--- config.mk ---
export PLATFORM = sky130hd
export DESIGN_NAME = mdio_master
export DESIGN_NICKNAME = d
export VERILOG_FILES = /design/src/rtl/mdio_pkg.sv /design/src/rtl/mdio_tick.sv /design/src/rtl/mdio_frame.sv /design/src/rtl/mdio_master.sv
export SDC_FILE = /design/constraint.sdc
export NUM_CORES = 1
export LEC_CHECK = 0
export BUFFER_PORTS_ARGS = -buffer_cell sky130_fd_sc_hd__buf_2
export CAP_MARGIN = 5
export CORE_MARGIN = 2
export CORE_UTILIZATION = 50
export DETAILED_ROUTE_END_ITERATION = 10
export GPL_TIMING_DRIVEN = 0
export PLACE_DENSITY = 0.75
export SLEW_MARGIN = 0
export SYNTH_ARGS = -nofsm -noshare
export SYNTH_HDL_FRONTEND = slang
export SYNTH_HIERARCHICAL = 1
export SYNTH_SLANG_ARGS = --single-unit
--- constraint.sdc ---
create_clock -name clk -period 4.2 [get_ports clk]
set_input_delay 0.63 -clock clk [delete_from_list [all_inputs] [get_ports clk]]
set_output_delay 0.63 -clock clk [all_outputs]
set_load 0.05 [all_outputs]
--- src/rtl/mdio_pkg.sv ---
package mdio_pkg;

    localparam int PRE_LEN   = 32;
    localparam int CMD_W     = 32;
    localparam int DATA_W    = 16;
    localparam int FRAME_LEN = PRE_LEN + CMD_W;
    localparam int IDX_W     = $clog2(FRAME_LEN);
    localparam int BIT_W     = $clog2(CMD_W);
    // first turnaround bit and first data bit, counted from frame start
    localparam int TA_POS    = PRE_LEN + CMD_W - DATA_W - 2;
    localparam int RD_POS    = PRE_LEN + CMD_W - DATA_W;
    localparam int OP_LSB    = 28;
    localparam logic [1:0] OP_READ = 2'b10;

    localparam logic [1:0] RA_CMD = 2'd0;
    localparam logic [1:0] RA_EVT = 2'd1;
    localparam logic [1:0] RA_SPD = 2'd2;
    localparam int DIV_LSB  = 1;
    localparam int HOLD_LSB = 8;
    localparam int EVT_BIT  = 0;

    typedef struct packed {
        logic              busy;
        logic [IDX_W-1:0]  idx;
        logic [CMD_W-1:0]  word;
        logic              dout;
        logic              oe;
        logic [DATA_W-1:0] data;
    } frame_st;

endpackage

--- src/rtl/mdio_tick.sv ---
module mdio_tick #(
    parameter int DIV_W  = 6,
    parameter int HOLD_W = 3
) (
    input  logic              clk,
    input  logic              rst_n,
    input  logic              start,
    input  logic              run,
    input  logic [DIV_W-1:0]  div,
    input  logic [HOLD_W-1:0] hold,
    output logic              mdc,
    output logic              drive_stb,
    output logic              rise_stb,
    output logic              fall_stb
);

    typedef struct packed {
        logic [DIV_W-1:0] pcnt;
        logic             hb;
    } tick_st;

    tick_st q, d;
    logic [DIV_W-1:0] last;
    logic [DIV_W-1:0] hold_ext;

    always_comb begin
        last      = ((div < DIV_W'(2)) ? DIV_W'(2) : div) - DIV_W'(1);
        hold_ext  = DIV_W'(hold);
        drive_stb = run && !q.hb && (q.pcnt == hold_ext);
        rise_stb  = run && !q.hb && (q.pcnt == last);
        fall_stb  = run &&  q.hb && (q.pcnt == last);
        d = q;
        if (start) begin
            d.pcnt = '0;
            d.hb   = 1'b0;
        end else if (run) begin
            if (q.pcnt == last) begin
                d.pcnt = '0;
                d.hb   = !q.hb;
            end else begin
                d.pcnt = q.pcnt + 1'b1;
            end
        end
    end

    always_ff @(posedge clk or negedge rst_n) begin
        if (!rst_n) q <= '0;
        else        q <= d;
    end

    assign mdc = q.hb;

    // a rising management clock is always the end of a full low half
    a_r6_rise_after_low: assert property (@(posedge clk) disable iff (!rst_n)
        $rose(mdc) |-> $past(rise_stb));

endmodule

--- src/rtl/mdio_frame.sv ---
module mdio_frame
    import mdio_pkg::*;
(
    input  logic              clk,
    input  logic              rst_n,
    input  logic              start,
    input  logic [CMD_W-1:0]  cmd,
    input  logic              drive_stb,
    input  logic              rise_stb,
    input  logic              fall_stb,
    input  logic              mdio_i,
    output logic              busy,
    output logic              done,
    output logic              dout,
    output logic              oe,
    output logic [DATA_W-1:0] data
);

    frame_st q, d;
    logic             is_read;
    logic [BIT_W-1:0] sel;

    always_comb begin
        is_read = (q.word[OP_LSB +: 2] == OP_READ);
        sel     = BIT_W'(CMD_W - 1) - q.idx[BIT_W-1:0];
        done    = 1'b0;
        d = q;
        if (start) begin
            d.busy = 1'b1;
            d.idx  = '0;
            d.word = cmd;
            d.data = cmd[DATA_W-1:0];
        end else if (q.busy) begin
            if (drive_stb) begin
                d.dout = (q.idx < IDX_W'(PRE_LEN)) ? 1'b1 : q.word[sel];
                d.oe   = !(is_read && (q.idx >= IDX_W'(TA_POS)));
            end
            if (rise_stb && is_read && (q.idx >= IDX_W'(RD_POS)))
                d.data = {q.data[DATA_W-2:0], mdio_i};
            if (fall_stb) begin
                if (q.idx == IDX_W'(FRAME_LEN - 1)) begin
                    d.busy = 1'b0;
                    d.oe   = 1'b0;
                    done   = 1'b1;
                end else begin
                    d.idx = q.idx + 1'b1;
                end
            end
        end
    end

    always_ff @(posedge clk or negedge rst_n) begin
        if (!rst_n) begin
            q      <= '0;
            q.dout <= 1'b1;
        end else begin
            q <= d;
        end
    end

    assign busy = q.busy;
    assign dout = q.dout;
    assign oe   = q.oe;
    assign data = q.data;

    // the register front end never launches into a running frame
    a_r2_no_start_busy: assert property (@(posedge clk) disable iff (!rst_n)
        start |-> !q.busy);
    // line released while the PHY returns data
    a_r4_released_data: assert property (@(posedge clk) disable iff (!rst_n)
        (q.busy && is_read && q.idx >= IDX_W'(RD_POS)) |-> !q.oe);
    // write frames keep driving once the first bit is out
    a_r5_write_driven: assert property (@(posedge clk) disable iff (!rst_n)
        (q.busy && !is_read && q.idx != '0) |-> q.oe);

endmodule

--- src/rtl/mdio_master.sv ---
module mdio_master
    import mdio_pkg::*;
#(
    parameter int DIV_W  = 6,
    parameter int HOLD_W = 3
) (
    input  logic              clk,
    input  logic              rst_n,
    input  logic              wr_en,
    input  logic [1:0]        wr_addr,
    input  logic [31:0]       wr_data,
    input  logic              mdio_i,
    output logic              mdc,
    output logic              mdio_o,
    output logic              mdio_oe,
    output logic              busy,
    output logic              evt,
    output logic [DATA_W-1:0] rd_data
);

    typedef struct packed {
        logic [DIV_W-1:0]  div;
        logic [HOLD_W-1:0] hold;
        logic              evt;
    } ctl_st;

    ctl_st q, d;
    logic accept, clr, done;
    logic drive_stb, rise_stb, fall_stb;
    logic spare_unused;

    assign spare_unused = ^wr_data;

    always_comb begin
        accept = wr_en && (wr_addr == RA_CMD) && !busy;
        clr    = wr_en && (wr_addr == RA_EVT) && wr_data[EVT_BIT];
        d = q;
        if (wr_en && (wr_addr == RA_SPD)) begin
            d.div  = wr_data[DIV_LSB +: DIV_W];
            d.hold = wr_data[HOLD_LSB +: HOLD_W];
        end
        if (done)     d.evt = 1'b1;
        else if (clr) d.evt = 1'b0;
    end

    always_ff @(posedge clk or negedge rst_n) begin
        if (!rst_n) q <= '0;
        else        q <= d;
    end

    mdio_tick #(.DIV_W(DIV_W), .HOLD_W(HOLD_W)) u_tick (
        .clk       (clk),
        .rst_n     (rst_n),
        .start     (accept),
        .run       (busy),
        .div       (q.div),
        .hold      (q.hold),
        .mdc       (mdc),
        .drive_stb (drive_stb),
        .rise_stb  (rise_stb),
        .fall_stb  (fall_stb)
    );

    mdio_frame u_frame (
        .clk       (clk),
        .rst_n     (rst_n),
        .start     (accept),
        .cmd       (wr_data),
        .drive_stb (drive_stb),
        .rise_stb  (rise_stb),
        .fall_stb  (fall_stb),
        .mdio_i    (mdio_i),
        .busy      (busy),
        .done      (done),
        .dout      (mdio_o),
        .oe        (mdio_oe),
        .data      (rd_data)
    );

    assign evt = q.evt;

    // clock parked low outside a frame
    a_r6_idle_mdc_low: assert property (@(posedge clk) disable iff (!rst_n)
        !busy |-> !mdc);
    // frame end raises the flag, even against a clearing write
    a_r8_evt_on_done: assert property (@(posedge clk) disable iff (!rst_n)
        done |=> evt);
    // flag is sticky without a clearing write
    a_r8_evt_sticky: assert property (@(posedge clk) disable iff (!rst_n)
        (evt && !clr) |=> evt);

endmodule

* Word-level counts from Yosys, hierarchy flattened
Cells that the tools add are included.
** Word-level totals
- Register bits after elaboration :: 74
- Input bits :: 38
- Output and inout bits :: 21
- Word-level logic and storage cells :: 80
** Cells by class
- $add $sub $neg :: 4
- $lt $le $gt $ge :: 5
- Eq/ne operators :: 7
- Multiplexer cells :: 25
- Bitwise logic cells :: 1
- Reduce and logical (&&, ||, !) cells :: 27
** Operators by type and width (number)
- 16-bit two-way mux :: 3
- 7-bit two-way mux :: 5
- 6-bit two-way mux :: 3
- 1-bit logical AND :: 13
- 1-bit two-way mux :: 13
- 6-bit by 1-bit adder with 6-bit output, second input constant :: 2
- 6-bit >= comparator, second input constant :: 2
- 2-bit nonzero test :: 5
- 6-bit by 3-bit equality test with 1-bit output :: 1
- 6-bit equality test :: 1
- 6-bit equality test, second input constant :: 1
- 5-bit by 6-bit < comparator with 1-bit output, second input constant :: 1
- 6-bit by 2-bit < comparator with 1-bit output, second input constant :: 1
- 6-bit < comparator, second input constant :: 1
- 2-bit AND reduction :: 3
- 3-bit AND reduction :: 2
- 6-bit by 1-bit subtractor with 6-bit output, second input constant :: 1
- 1-bit binary-select mux with 5-bit select :: 1
- 5-bit subtractor, first input constant :: 1
- 2-bit equality test, second input constant :: 2
- 1-bit logical NOT :: 3
- 2-bit by 1-bit equality test with 1-bit output, second input constant :: 1
- 2-bit logical NOT :: 1
- 2-bit != test, second input constant :: 1
- 1-bit inverter :: 1

* Depth between registers and ports, before layout
Gate-level depths: netlist of run 1.
- Word-level depth :: 10
- Gate-level depth with buffers :: 15
- Mapped depth without buffers :: 14

* Modules after synthesis
Netlist of run 1, hierarchy kept.
** Modules (own cells, without submodules)
- mdio_frame :: times used 1, cells an instance 244, area an instance 2815.2 um2, seq. area each 1427.6 um2
- mdio_tick :: times used 1, cells an instance 79, area an instance 651.9 um2, seq. area each 175.2 um2
- mdio_master :: times used 1, cells an instance 23, area an instance 396.6 um2, seq. area each 250.2 um2

* Least setup slack after synthesis of run 1
Ideal clock, no wire load.
- Kind :: reg2reg
- From :: register, netlist name q[8]
- To :: register u_frame.q (netlist bit u_frame/data[10])
- Library setup time :: 0.132 ns
- Arrival :: 3.171 ns
- Data required time :: 4.068 ns
- Setup slack :: 0.897 ns
- Stages on the path, launching flop included :: 15
- Path buffers :: 1
- Period minus slack after synthesis :: 3.303 ns
- Cells stage by stage :: dfrtp_1 nor4_1 nand2b_1 nand2_1 ha_1 xnor2_1 or3b_1 a211oi_4 and2_4 and2b_1 nand4b_1 nor2_2 buf_2 mux2i_1 o21ai_1
** RTL lines
- end, declared :: RTL line mdio_frame.sv:19 : frame_st q, d;

==> results of run 1 <==
## report_power, final
group | internal (mW) | switching, mW
combinational | 0.551 | 0.682
sequential | 0.996 | 0.243
clock | 0.394 | 0.258
## synthesized netlist by cell type (6+ instances only)
cell	count
mux2_2	26
inv_1	19
nor2_1	16
mux2i_1	20
nand2b_1	8
nand2_1	26
xnor2_1	6
xor2_1	7
buf_4	16
clkbuf_1	10
o21ai_1	10
dfrtp_1	73
nand3_1	7
o21ai_0	27
## layout make-up
class	instances	area share [%]
Buffer	32	4.79
Clock buffer	11	2.89
Clock inverter	5	2.26
Inverter	19	1.57
Multi-Input combinational cell	221	37.9
Sequential cell	74	40.8
Tap cell	102	2.81
Timing Repair Buffer	59	7.05
## worst max path at each step
| stage | start | end | slack, ps | depth (start not counted) |
|---|---|---|---|---|
| 4_1_cts | q[8] | u_frame/data[9] | 390 | 14 |
| 3_5_place_dp | q[8] | u_frame/data[8] | 440 | 14 |
| 5_1_grt | q[7] | u_frame/data[5] | 200 | 14 |
| 6_report | q[8] | u_frame/data[7] | 430 | 14 |
| 2_1_floorplan | q[8] | u_frame/data[10] | 900 | 14 |
| 3_3_place_gp | q[8] | u_frame/data[11] | 510 | 14 |
## placed cells by master, fill, tap and decap left out, types with 12 or more instances in the layout
cell      count
dfrtp_1      73
buf_2        59
o21ai_0      27
mux2_2       26
nand2_1      26
mux2i_1      20
inv_1        19
buf_4        17
nor2_1       16
clkbuf_1     12
## metrics by stage
stage	hold slack [ps]	utilization (%)	instance area, µm²
floorplan	334	-	3860
global placement	464	56.3	4280
detailed placement	469	56.7	4310
CTS	174	59.8	4550
global route	183	59.8	4550
finish	167	59.8	4550
## logic make-up after synthesis
| logic type | count (synthesis) | synth area share [%] |
|---|---|---|
| compound gates | 57 | 9.39 |
| fa+ha+maj | 3 | 0.972 |
| mux | 55 | 17.8 |
| buf+inv | 51 | 7.48 |
| xor+xnor | 13 | 2.95 |
| flops | 74 | 48.0 |
| simple gates | 93 | 13.4 |
## sequential cells by signal (all words and copies together), names as in the netlist
| name | flops |
|---|---|
| u_tick/mdc | 1 |
| u_frame/dout | 1 |
| u_frame/busy | 1 |
| q | 9 |
| evt | 1 |
| u_frame/q | 38 |
| u_frame/data | 16 |
| u_tick/q | 6 |
| u_frame/oe | 1 |
## critical path, cell delays in order (launching register included)
cell	delay [ps]
dfrtp_1	440
nor4_1	390
nand2b_1	90
nand2_1	80
ha_1	230
xnor2_1	130
or3b_1	420
a211oi_4	260
and2_4	230
and2b_1	140
nand4b_1	100
nor2_2	420
buf_2	400
mux2i_1	220
o21ai_1	80
## metal layers
metal  vias to the layer above  track usage [%]  routed length (µm)
li1                       1351                -                   -
met1                      1346             29.4                3770
met2                        61             32.5                3900
met3                         9             3.86                 333
met4                         0             6.84                  85
met5                         -                0                   0
==> results_dict.tcl, run 1 <==
set metrics [dict create \
    p_per_area_nw_per_um2 687 \
    ant_nets 0 \
    numCtsBuffers 9 \
    dieArea_um2 8450 \
    power.total_mw 3.12 \
    holdBufCountCts 0 \
    h-tree-depth 3 \
    stdcell_count 523 \
    required_ps 4410 \
    clk_pin_slew_worst_paths_ps 80 \
    hp-class "primary input to async pin" \
    post_cts_buffers 0 \
    timing.fmax_mhz 265 \
    synth_flop_cell "dfrtp_1" \
    gp_congestion 0.795 \
    coreArea_um2 7610 \
    start_util_pct 50.8 \
    pre_cts_ws_ps 440 \
    postSynthAreaPerCell_um2 11.2 \
    synthTopCellsByArea "dfrtp_1, mux2_2, mux2i_1" \
    grt_usage_pct 20.7 \
    cts_resized 0 \
    drtPass1Iterations 4 \
    worst_slew_pin_slew_ps 1060 \
    detail_route.wl_per_cell_um 15.5 \
    vias_per_cell 5.29 \
    synth.distinct_cells 56 \
    io_pins 59 \
    hold_viol 0 \
    synth_edf_count 0 \
    cts_buffer_depth 2 \
    numPortBuffers 58 \
    synth_cells 346 \
    worst_slack_ps 431 \
    reg2reg_slack_ps 430 \
    slew_viol_final 0 \
    fin_nets 457 \
    grt_setup_unrepaired "false" \
    fin_setup_tns_ps 0 \
    critPathArrivalTime_ps 3980 \
    grt.overflow.total 0 \
    dp_hpwl_mm 5.86 \
    cts_root_buffer "clkbuf_8" \
    clk_latency_ps 340 \
    drc_errors 0 \
    vias 2767 \
    cap_violations 0 \
    grt_start_max_net_pins 55 \
    final.period_utilization_pct 89.7 \
    leakagePower_nw 2.00 \
    r2r_cells 14 \
    die_y_um 91.9 \
    cp-start-kind "register" \
    status "finished clean" \
    area_delta_synth_final_pct 17.6 \
    timing.rr.end "u_frame/data[7]" \
    antenna-diode-count 0 \
    regArea_um2 1850 \
    grt_pass1_wl_mm 13.9 \
    antenna_found_initial 0 \
    setup_viol 0 \
    fp.dieW_um 91.9 \
    synth_area_um2 3860 \
    first_global_vias 2822 \
    placed_cells 507 \
    clock_skew_ps 8.29 \
    yosysSeqAreaShare_pct 48.0 \
    routed_wl_mm 8.09 \
    cts.sink_count 74 \
    yosys.area.top_type "dfrtp_1" \
    syn_nets 387 \
    drive_gt1_share_pct 32.3 \
    period_needed_ps 3770 \
    yosys_warnings 6 \
    fillers 655 \
    cp_max_fo 10 \
    r2r_start "q[8]" \
    cts_tree "yes" \
    synth_seq_cells 74 \
    cp-end-kind "register" \
    maxSlewHeadroom_pct 28.3 \
    multi_input_area_um2 1720 \
    drtIter0Drc 152 \
    synth_top_area_share_pct 47.3 \
    critPathKind "register to register" \
    synthArstFlopShare_pct 100 \
    ir_drop_uv 357 \
    row_count 32 \
]
No activity file was read; power rests on OpenSTA's default activity.
==> run 2, diff against run 1 <==
==> constraint.sdc (replaced) <==
create_clock -name clk -period 4.2 [get_ports clk]
set_input_delay 0.21 -clock clk [delete_from_list [all_inputs] [get_ports clk]]
set_output_delay 0.21 -clock clk [all_outputs]
set_load 0.05 [all_outputs]
==> run 2 against run 1 <==
Sequential cell count unchanged. Critical path depth unchanged. Design area up 0.22%. Register-to-register slack about the same. Clock skew about the same. Clock power about the same.
==> results_dict.tcl, run 2 (same netlist as run 1, synthesis figures left out) <==
set metrics [dict create \
    status "finished clean" \
    fin_hold_ws_ps 96.6 \
    numPortBuffers 58 \
    ir_drop_uv 357 \
    placed_cells 507 \
    cp-end-kind "register" \
    maxSlewHeadroom_pct 28.5 \
    cts_root_buffer "clkbuf_8" \
    min_to "u_frame/q[38]" \
    cts_buffer_depth 2 \
    gp_congestion 0.795 \
    ant_nets 0 \
    h-tree-depth 3 \
    vias_per_cell 5.31 \
    hp-class "primary input to register" \
    critPathArrivalTime_ps 3980 \
    antenna-diode-count 0 \
    grt.met1_usage_pct 29.4 \
    grt_use_met3_pct 3.86 \
    cap_violations 0 \
    dieArea_um2 8450 \
    gr-usage-met2_pct 32.5 \
    grt_start_max_net_pins 55 \
    drive_gt1_share_pct 32.2 \
    drtPass1Iterations 4 \
    reg2reg_slack_ps 430 \
    detail_route.wl_per_cell_um 15.5 \
    row_count 32 \
    cts.sink_count 74 \
    area_delta_synth_final_pct 17.9 \
    holdBufCountCts 1 \
    cts_resized 0 \
    cts_tree "yes" \
    post_cts_buffers 0 \
    r2r_cells 14 \
    stdcell_count 524 \
    leakagePower_nw 2.00 \
    hold_viol 0 \
    power.total_mw 3.13 \
    cp-start-kind "register" \
    grt_usage_pct 20.7 \
    numCtsBuffers 9 \
    clk_latency_ps 340 \
    start_util_pct 50.8 \
    critPathKind "register to register" \
    worst_slew_pin_slew_ps 1060 \
    period_needed_ps 3770 \
    layout_common_cells "dfrtp_1, buf_2, o21ai_0, mux2_2, nand2_1" \
    p_per_area_nw_per_um2 686 \
    holdPathStages 2 \
    io_pins 59 \
    dp_hpwl_mm 5.86 \
    setup_viol 0 \
    hp-start "wr_data[20]" \
    globalRoute.busiestLayer "met2" \
    largest_reg_flops 38 \
    slew_viol_final 0 \
    fin_setup_tns_ps 0 \
    drtIter0Drc 137 \
    die_y_um 91.9 \
    timing.rr.end "u_frame/data[9]" \
    fp.dieW_um 91.9 \
    grt_pass1_wl_mm 13.9 \
    fin_nets 458 \
    vias 2782 \
    grt_setup_unrepaired "false" \
    required_ps 4410 \
    first_global_vias 2822 \
    utilization_pct 59.9 \
    pre_cts_ws_ps 440 \
    worst_slack_ps 429 \
    final.period_utilization_pct 89.8 \
    cp_max_fo 10 \
    placed_cell_area_um2 4310 \
    routed_wl_mm 8.10 \
    drc_errors 0 \
    clock_skew_ps 8.69 \
    finalInstanceArea_um2 4560 \
    clk_pin_slew_worst_paths_ps 70 \
    coreArea_um2 7610 \
    timing.fmax_mhz 265 \
    r2r_start "q[8]" \
    regMostFlops "u_frame/q" \
    final_common_cell "dfrtp_1" \
    grt.overflow.total 0 \
    antenna_found_initial 0 \
]
==> run 2: layout make-up <==
class	count	area (µm²)
well taps	102	128
plain buffers	32	218
clock buffers	11	131
clock inverters	5	103
inverters	19	71.3
flip-flops and latches	74	1850
fillers	654	3050
repair buffers	60	330
multi-input cells	221	1720
==> run 2: worst max path at each step <==
stage | start | endpoint | depth (start not counted)
after floorplan | q[8] | u_frame/data[10] | 14
after global placement | q[8] | u_frame/data[11] | 14
after detailed placement | q[8] | u_frame/data[8] | 14
after CTS | q[8] | u_frame/data[9] | 14
after global routing | q[7] | u_frame/data[5] | 14
final | q[8] | u_frame/data[9] | 14
==> run 2: per-layer routing <==
layer / wire length, µm / vias to the layer above
met5: 0 / -
met4: 88 / 0
met3: 338 / 9
met2: 3900 / 65
met1: 3770 / 1359
li1: - / 1349
==> run 2: report_power, final <==
part	switching (mW)	internal [mW]
sequential	0.243	0.996
combinational	0.683	0.551
clock	0.258	0.394
total	1.18	1.94
==> run 2: critical path: stages, from the launching register on <==
cell and delay (ps):
dfrtp_1 440, nor4_1 390, nand2b_1 90, nand2_1 80, ha_1 230, xnor2_1 130, or3b_1 420, a211oi_4 260
and2_4 230, and2b_1 140, nand4b_1 100, nor2_2 420, buf_2 400, mux2i_1 230, o21ai_1 80
==> run 3, diff against run 2 <==
- ABC_AREA: not set -> 1
- SYNTH_HIERARCHICAL: 1 -> not set
==> run 3 against run 2 <==
Sequential cell count unchanged. Utilization decreased by 0.33 points. Sequential power decreased by 28%. Critical path depth increased by 1. Global-route usage increased by 2.7 points. Non-clock buffer count unchanged. Count of clock-buffer cells in the layout unchanged. Via count increased by 25%. Cell count increased by 28%. Worst setup slack improved by 1300 ps. Synthesized cell count increased by 42%. Highest routed layer unchanged.
==> results_dict.tcl, run 3 <==
set metrics [dict create \
    status "finished clean" \
    slowest_stage "dfrtp_1" \
    synth.distinct_cells 35 \
    drtPass1Iterations 5 \
    row_count 32 \
    clock_skew_ps 6.36 \
    synth_cells 492 \
    cp_max_fo 10 \
    cp-end-kind "register" \
    r2r_start "q[5]" \
    vias 3487 \
    pwr-share-seq_pct 42.6 \
    antenna-diode-count 0 \
    largest_reg_flops 38 \
    period_needed_ps 2510 \
    hold_viol 0 \
    regMostFlops "u_frame.q" \
    final.period_utilization_pct 59.6 \
    synth_edf_count 0 \
    grt_pass1_wl_mm 15.6 \
    layout_common_cells "nand2_1, dfrtp_1, buf_2, nand3_1, inv_1" \
    vias_per_cell 5.20 \
    synth.most_common_cell "nand2_1" \
    numPortBuffers 58 \
    cts.sink_count 74 \
    routed_wl_mm 9.21 \
    yosysSeqAreaShare_pct 48.0 \
    cts_root_buffer "clkbuf_8" \
    start_util_pct 50.8 \
    critPathArrivalTime_ps 2740 \
    first_global_vias 3300 \
    cp-start-kind "register" \
    syn_nets 533 \
    fp.dieW_um 91.9 \
    io_pins 59 \
    ant_nets 0 \
    p_per_area_nw_per_um2 463 \
    antenna_found_initial 0 \
    die_y_um 91.9 \
    dp_hpwl_mm 6.71 \
    post_cts_buffers 0 \
    cts_buffer_depth 2 \
    slew_viol_final 0 \
    drtIter0Drc 305 \
    placed_cell_area_um2 4300 \
    synthTopCellsByCount "nand2_1, dfrtp_1, nand3_1" \
    synth_area_um2 3860 \
    power_frac_comb_pct 27.8 \
    numCtsBuffers 9 \
    critPathKind "register to register" \
    synthArstFlopShare_pct 100 \
    max_stage_delay_ps 430 \
    coreArea_um2 7610 \
    gp_congestion 0.883 \
    hp-start "wr_data[20]" \
    grt_setup_unrepaired "false" \
    clk_latency_ps 360 \
    min_to "u_frame.q[38]" \
    required_ps 4440 \
    leakagePower_nw 2.43 \
    fin_setup_tns_ps 0 \
    synth_seq_cells 74 \
    reg2reg_slack_ps 1690 \
    detail_route.wl_per_cell_um 13.7 \
    worst_slew_pin_slew_ps 666 \
    maxSlewHeadroom_pct 55.4 \
    timing.rr.end "u_frame.data[1]" \
    area_delta_synth_final_pct 17.3 \
    fillers 718 \
    grt_usage_pct 23.4 \
    finalInstanceArea_um2 4530 \
    cts_tree "yes" \
    power.net_switching_mw 0.739 \
    ir_drop_uv 208 \
    drc_errors 0 \
    clk_pin_slew_worst_paths_ps 80 \
    r2r_cells 15 \
    cap_violations 0 \
    drive_gt1_share_pct 20.8 \
    crit_top_cell "nand2_1" \
    timing.fmax_mhz 399 \
    p_int_mw 1.36 \
    dieArea_um2 8440 \
    clkPwrFrac_pct 29.5 \
    grt_start_max_net_pins 42 \
    path_cells "nor2_1 > nand3_2 > nand2_1 > ha_1 > or2_1 > nand2_1 > nand2_1 > nand3_1 > nor2_2 > nand3_2 > nor2_4 > nand2_4 > buf_6 > nand2_1 > nand3_1" \
    h-tree-depth 3 \
    postSynthAreaPerCell_um2 7.85 \
    p_sw_share_pct 35.2 \
    fin_nets 604 \
    yosys_warnings 0 \
    grt.overflow.total 0 \
    hp-class "primary input to register" \
    synthTopCellsByArea "dfrtp_1, nand2_1, nand3_1" \
    yosys.area.top_type "dfrtp_1" \
    synth_top_area_share_pct 47.3 \
    setup_viol 0 \
    final_common_cell "nand2_1" \
    holdPathStages 3 \
    synth_flop_cell "dfrtp_1" \
]
-- run 3: changes by cell type after synthesis, sizes merged, moves of 11 or more --
cell,delta
o21ai,-12
mux2i,-20
nand3,+37
nor2,+12
a21oi,+11
nand2,+164
mux2,-22
inv,+18
-- run 3: through the flow --
| step | hold slack [ps] | utilization (%) | instances | total power, mW | setup slack [ps] |
|---|---|---|---|---|---|
| floorplan | -85.6 | - | 492 | 1.32 | 2130 |
| global placement | 410 | 56.3 | 652 | 1.46 | 1860 |
| detailed placement | 187 | 56.5 | 653 | 1.48 | 1760 |
| CTS | 47.5 | 59.6 | 670 | 2.09 | 1710 |
| global route | 59.8 | 59.6 | 670 | 2.21 | 1500 |
| finish | 48.8 | 59.6 | 670 | 2.10 | 1690 |
-- run 3: worst max-delay path by stage --
stage	start	end	slack, ps	depth (start not counted)
finish	q[5]	u_frame.data[1]	1690	15
global route	q[5]	u_frame.data[4]	1500	15
CTS	q[5]	u_frame.data[7]	1710	16
detailed placement	q[5]	u_frame.data[6]	1760	15
global placement	q[9]	u_frame.data[1]	1860	15
floorplan	q[9]	u_frame.data[10]	2130	13
-- run 3: metal layers --
metal | wire length [µm] | part of all wire, % | GRT usage (%) | vias to the layer above
met1 | 4140 | 45 | 31.1 | 1653
met4 | 204 | 2.2 | 9.70 | 0
li1 | - | - | - | 1715
met3 | 417 | 4.5 | 3.62 | 17
met5 | 0 | 0 | 0 | -
met2 | 4440 | 48 | 38.5 | 102
-- run 3: power groups by stage --
stage	registers (mW)	logic (mW)	clock network, mW
after floorplan	0.933	0.386	0
after global placement	0.902	0.557	0
after detailed placement	0.906	0.571	0
after CTS	0.892	0.582	0.619
after global routing	0.904	0.650	0.658
final	0.894	0.584	0.620
-- run 3: repair_timing --
item                                   in CTS  in global routing
hold buffers                                1                  0
gates resized for setup                     0                  0
endpoints found under the hold margin      33                  0
-- run 3: kinds of logic (layout without fill, tap and decap cells) --
kind of cell	Yosys count	after routing	share of synthesized area [%]
flip-flops	74	74	48.0
AND/OR/NAND/NOR	274	274	30.1
multiplexers	6	6	1.75
adder cells (fa/ha/maj)	3	3	0.972
buffers and inverters	69	145	8.91
XOR/XNOR	8	8	1.81
AO/OA/AOI/OAI	58	58	8.43
-- run 3: final cells by class --
cell class	instances	area [µm²]	area share (%)
clock buffers	11	141	3.12
clock inverters	5	77.6	1.71
multi-input cells	349	1660	36.7
repair buffers	60	323	7.13
well taps	102	128	2.82
flip-flops and latches	74	1850	40.9
plain buffers	32	205	4.53
inverters	37	139	3.07
-- run 3: worst max-delay path: cells and delay by family (launching register included) --
family                     cells  cell delay [ps]
buffers and inverters          1              190
and+or+nand+nor               13             1530
DFF                            1              430
adders and majority gates      1              220
